<file path="src/rtl/bsc_pkg.sv">
package bsc_pkg;

    typedef enum logic [2:0] {
        CYC_DESEL    = 3'd0,
        CYC_SLEEP    = 3'd1,
        CYC_BEGIN_RD = 3'd2,
        CYC_BEGIN_WR = 3'd3,
        CYC_CONT_RD  = 3'd4,
        CYC_CONT_WR  = 3'd5,
        CYC_SUSPEND  = 3'd6
    } cyc_e;

    typedef struct packed {
        cyc_e code;
        logic load;
        logic adv;
        logic wr;
        logic rd;
    } ctrl_t;

    localparam ctrl_t CTRL_IDLE = '{code: CYC_DESEL, load: 1'b0, adv: 1'b0, wr: 1'b0, rd: 1'b0};

    function automatic ctrl_t mk_ctrl(cyc_e c, logic ld, logic av, logic w, logic r);
        ctrl_t t;
        t.code = c;
        t.load = ld;
        t.adv  = av;
        t.wr   = w;
        t.rd   = r;
        return t;
    endfunction

endpackage

</file>
<file path="src/rtl/bsc_write_reduce.sv">
module bsc_write_reduce #(
    parameter int NUM_BYTES = 4
) (
    input  logic [NUM_BYTES-1:0] byte_en_n,
    input  logic                 bwr_n,
    input  logic                 gwr_n,
    output logic                 eff_write
);
    logic any_byte;

    always_comb begin
        any_byte = 1'b0;
        for (int i = 0; i < NUM_BYTES; i++) begin
            any_byte = any_byte | ~byte_en_n[i];
        end
        eff_write = ~gwr_n | (~bwr_n & any_byte);
    end
endmodule

</file>
<file path="src/rtl/bsc_sleep_ctrl.sv">
module bsc_sleep_ctrl #(
    parameter int WAKE_CYCLES = 2
) (
    input  logic clk,
    input  logic rst,
    input  logic sleep_req,
    output logic in_sleep
);
    localparam int CW = (WAKE_CYCLES < 2) ? 1 : $clog2(WAKE_CYCLES + 1);

    logic [CW-1:0] wake_cnt;

    always_ff @(posedge clk) begin
        if (rst) begin
            wake_cnt <= '0;
        end else if (sleep_req) begin
            wake_cnt <= CW'(WAKE_CYCLES);
        end else if (wake_cnt != '0) begin
            wake_cnt <= wake_cnt - 1'b1;
        end
    end

    assign in_sleep = sleep_req | (wake_cnt != '0);
endmodule

</file>
<file path="src/rtl/bsc_cycle_decode.sv">
module bsc_cycle_decode
    import bsc_pkg::*;
(
    input  logic  in_sleep,
    input  logic  sel_a_n,
    input  logic  sel_b,
    input  logic  sel_c_n,
    input  logic  cpu_stb_n,
    input  logic  ctl_stb_n,
    input  logic  adv_n,
    input  logic  eff_write,
    output ctrl_t nxt
);
    logic selected;
    logic cpu_start;

    always_comb begin
        selected  = ~sel_a_n & sel_b & ~sel_c_n;
        cpu_start = ~cpu_stb_n & ~sel_a_n;
        nxt       = CTRL_IDLE;

        if (in_sleep) begin
            nxt = mk_ctrl(CYC_SLEEP, 1'b0, 1'b0, 1'b0, 1'b0);
        end else if (cpu_start) begin
            if (selected) nxt = mk_ctrl(CYC_BEGIN_RD, 1'b1, 1'b0, 1'b0, 1'b1);
            else          nxt = CTRL_IDLE;
        end else if (!ctl_stb_n) begin
            if (!selected)      nxt = CTRL_IDLE;
            else if (eff_write) nxt = mk_ctrl(CYC_BEGIN_WR, 1'b1, 1'b0, 1'b1, 1'b0);
            else                nxt = mk_ctrl(CYC_BEGIN_RD, 1'b1, 1'b0, 1'b0, 1'b1);
        end else if (!adv_n) begin
            if (eff_write) nxt = mk_ctrl(CYC_CONT_WR, 1'b0, 1'b1, 1'b1, 1'b0);
            else           nxt = mk_ctrl(CYC_CONT_RD, 1'b0, 1'b1, 1'b0, 1'b1);
        end else begin
            nxt = mk_ctrl(CYC_SUSPEND, 1'b0, 1'b0, eff_write, ~eff_write);
        end
    end
endmodule

</file>
<file path="src/rtl/burst_sram_ctrl.sv">
module burst_sram_ctrl
    import bsc_pkg::*;
#(
    parameter int NUM_BYTES   = 4,
    parameter int WAKE_CYCLES = 2
) (
    input  logic                 clk,
    input  logic                 rst,
    input  logic                 sel_a_n,
    input  logic                 sel_b,
    input  logic                 sel_c_n,
    input  logic                 cpu_stb_n,
    input  logic                 ctl_stb_n,
    input  logic                 adv_n,
    input  logic [NUM_BYTES-1:0] byte_en_n,
    input  logic                 bwr_n,
    input  logic                 gwr_n,
    input  logic                 sleep_req,
    input  logic                 oe_n,
    output logic [2:0]           cycle_code,
    output logic                 burst_load,
    output logic                 burst_adv,
    output logic                 wr_strobe,
    output logic                 bus_drive
);
    logic  eff_write;
    logic  in_sleep;
    ctrl_t nxt;
    ctrl_t cur;

    bsc_write_reduce #(.NUM_BYTES(NUM_BYTES)) u_wr (
        .byte_en_n (byte_en_n),
        .bwr_n     (bwr_n),
        .gwr_n     (gwr_n),
        .eff_write (eff_write)
    );

    bsc_sleep_ctrl #(.WAKE_CYCLES(WAKE_CYCLES)) u_sleep (
        .clk       (clk),
        .rst       (rst),
        .sleep_req (sleep_req),
        .in_sleep  (in_sleep)
    );

    bsc_cycle_decode u_dec (
        .in_sleep  (in_sleep),
        .sel_a_n   (sel_a_n),
        .sel_b     (sel_b),
        .sel_c_n   (sel_c_n),
        .cpu_stb_n (cpu_stb_n),
        .ctl_stb_n (ctl_stb_n),
        .adv_n     (adv_n),
        .eff_write (eff_write),
        .nxt       (nxt)
    );

    always_ff @(posedge clk) begin
        if (rst) cur <= CTRL_IDLE;
        else     cur <= nxt;
    end

    assign cycle_code = cur.code;
    assign burst_load = cur.load;
    assign burst_adv  = cur.adv;
    assign wr_strobe  = cur.wr;
    assign bus_drive  = cur.rd & ~oe_n;
endmodule

</file>
<file path="config.mk">
export PLATFORM = sky130hd
export DESIGN_NAME = burst_sram_ctrl
export DESIGN_NICKNAME = d
export VERILOG_FILES = /design/src/rtl/bsc_pkg.sv /design/src/rtl/bsc_write_reduce.sv /design/src/rtl/bsc_sleep_ctrl.sv /design/src/rtl/bsc_cycle_decode.sv /design/src/rtl/burst_sram_ctrl.sv
export SDC_FILE = /design/constraint.sdc
export NUM_CORES = 1
export LEC_CHECK = 0
export ABC_AREA = 1
export BUFFER_PORTS_ARGS = -buffer_cell sky130_fd_sc_hd__buf_2
export CAP_MARGIN = 0
export CELL_PAD_IN_SITES_DETAIL_PLACEMENT = 1
export CELL_PAD_IN_SITES_GLOBAL_PLACEMENT = 2
export CORE_AREA = 4 4 48 50
export CTS_CLUSTER_SIZE = 30
export DETAILED_ROUTE_END_ITERATION = 6
export DIE_AREA = 0 0 52 54
export PLACE_DENSITY = 0.72
export SETUP_SLACK_MARGIN = 0.3
export SLEW_MARGIN = 0
export SYNTH_ARGS = -nofsm -noshare
export SYNTH_HDL_FRONTEND = slang
export SYNTH_SLANG_ARGS = --single-unit
</file>
<file path="constraint.sdc">
create_clock -name clk -period 2.1 [get_ports clk]
set_clock_uncertainty 0.05 [all_clocks]
set_input_delay 0.315 -clock clk [delete_from_list [all_inputs] [get_ports clk]]
set_output_delay 0.315 -clock clk [all_outputs]
set_load 0.01 [all_outputs]
</file>
==> flow_summary.toml <==
[clock_tree]
cts_sinks = 9
holdBufCountCts = 0
clk_latency_ns = 0.26
cts_htree_levels = 1
clockBufferDepth = 2
clkTransAtPathRegs_ns = 0.06
cts_tree = "done"
cts_buffers = 3
cts_setup_buffers = 0
ctsRootBufferMaster = "clkbuf_4"
cts_resized = 0

[worst_setup_path]
r2r_end = "cycle_code[1]"
r2r_setup_slack_ns = 1.08
critPathMaxFanout = 1
critPathRequiredTime_ns = 1.74
path_class = "reg -> out"
crit_path_end_kind = "output pin"
reg2reg_depth = 4
critPathLaunchType = "flip-flop"
worstReg2RegStart = "u_sleep.wake_cnt[1]"
worst-endpoint-arrival_ns = 0.80

[logic_synthesis]
yosysUniqueCellTypes = 15
synth_top_area_frac = 0.466
synth_cells = 51
syn_area_per_cell_um2 = 7.58
synth_warnings = 0
yosys_register_bits = 9
yosysSeqAreaShare = 0.466
mappedNetlistNets = 67
syn-cell-area_um2 = 387
synth_flop_cell = "dfxtp_1"
netlist_top_cells_count = "nand2_1, dfxtp_1, nor2_1"
synth_most_common_cell = "nand2_1"
async_flop_share = 0
synth.area.top_cells = "dfxtp_1, nand2_1, nor2_1"
synth_top_area_cell = "dfxtp_1"
synth_edf_count = 0

[cells_and_area]
num-nets-final = 91
stdcell_area_um2 = 534
syn2layout_area_growth_pct = 38.2
fillers = 243
drive_above_1_share = 0.392
regArea_um2 = 180
utilization = 0.281
multi_input_area_um2 = 158
n_antenna_cell = 0

[detailed_routing]
ant_nets = 0
drc = 0
wire_per_inst_um = 8.44
via_count = 383
drt_iter0_drc = 0
drtPass1Iterations = 1
via_per_inst = 3.79
routed_wl_um = 852

[placement]
gp_congestion = 0.699
placed_area_um2 = 508
io_buffers = 22
dp_hpwl_um = 755
pre_cts_slack_ns = 1.04

[power]
power_density_nw_per_um2 = 675
power_uw = 361
ir_drop_uv = 146
leakage_nw = 0.285

[timing]
setup_ws_ns = 0.936
fmax_ghz = 0.859
finalSetupViolCount = 0
period_share = 0.554
maxSlewHeadroom = 0.882
drv_slew = 0
fin_tns_setup_ns = 0
worst_slew_pin_slew_ns = 0.177
rsz0062_at_grt = "no"
finalCriticalPeriod_ns = 1.16
hold_violations = 0

[worst_hold_path]
hp-class = "in -> reg"
min_to = "cycle_code[0]"
hold_path_startpoint = "rst"
whs_path_depth = 2

[floorplanning]
initial_core_util = 0.203
core_um2 = 1900
die_w_um = 52
rows = 16
ios = 23
dieArea_um2 = 2810
die_height_um = 54

[global_route]
grt_pass1_vias = 377
antenna_found_initial = 0
grt_max_degree = 6
grtUsageTotal = 0.0766
grt_overflow = 0
grt_pass1_wl_um = 1510

[status]
status = "finished clean"

[flow_run]
cap_violations = 0
## logic make-up after synthesis
group / share of synthesized area
compound gates: 0.0874
buf+inv: 0.126
flops: 0.466
simple gates: 0.320
## how the worst max path moves through the flow
stage / slack, ns / cells past startpoint / end / from
2_1_floorplan: 1.14 / 4 / cycle_code[1] / u_sleep.wake_cnt[1]
3_3_place_gp: 1.05 / 6 / cycle_code[1] / cpu_stb_n
3_5_place_dp: 1.04 / 5 / cycle_code[1] / sel_c_n
4_1_cts: 0.92 / 3 / bus_drive / cur[0]
5_1_grt: 0.90 / 3 / bus_drive / cur[0]
6_report: 0.94 / 3 / bus_drive / cur[0]
## power by group
| part | internal, mW | switching, mW |
|---|---|---|
| sequential | 0.177 | 0.00281 |
| combinational | 0.0220 | 0.0249 |
| clock | 0.0732 | 0.0608 |
| total | 0.272 | 0.0885 |
## state kept, by name (all words and copies together), names as in the netlist
signal,cells
burst_load,1
cur,1
u_sleep.wake_cnt,2
wr_strobe,1
cycle_code,3
burst_adv,1
## cells in the final DEF, fill, tap and decap left out
cell	n
nand2_1	13
nor2_1	7
clkbuf_1	1
inv_2	1
a21oi_1	2
nand3_1	2
buf_2	22
a211oi_1	1
nor3_4	1
nand2_2	1
a21oi_2	1
dfxtp_1	9
and2_1	1
clkbuf_4	3
o21bai_1	1
nor3_1	2
inv_1	6
## cell type report
cell class / instances / area share
multi-input combinational: 32 / 0.295
sequential: 9 / 0.337
tap: 27 / 0.0632
timing repair buffer: 22 / 0.206
clock buffer: 4 / 0.0492
inverter: 7 / 0.0492
## per-stage QoR
| stage | instances | hold slack, ns |
|---|---|---|
| finish | 101 | 0.185 |
| CTS | 101 | 0.178 |
| floorplan | 51 | 0.334 |
| detailed placement | 97 | 0.445 |
| global route | 101 | 0.177 |
| global placement | 97 | 0.432 |
## per-layer routing
metal,vias up,global-route usage,wire length (um)
met4,0,0.0917,51
met1,163,0.0822,344
li1,199,-,-
met5,-,0,0
met2,16,0.119,383
met3,5,0.0111,73
## worst max-delay path, stage by stage, from the launching register on
cell and delay (ns):
dfxtp_1 0.31, inv_1 0.03, nor2_1 0.06, buf_2 0.13
Power figures use the tool's default switching activity.
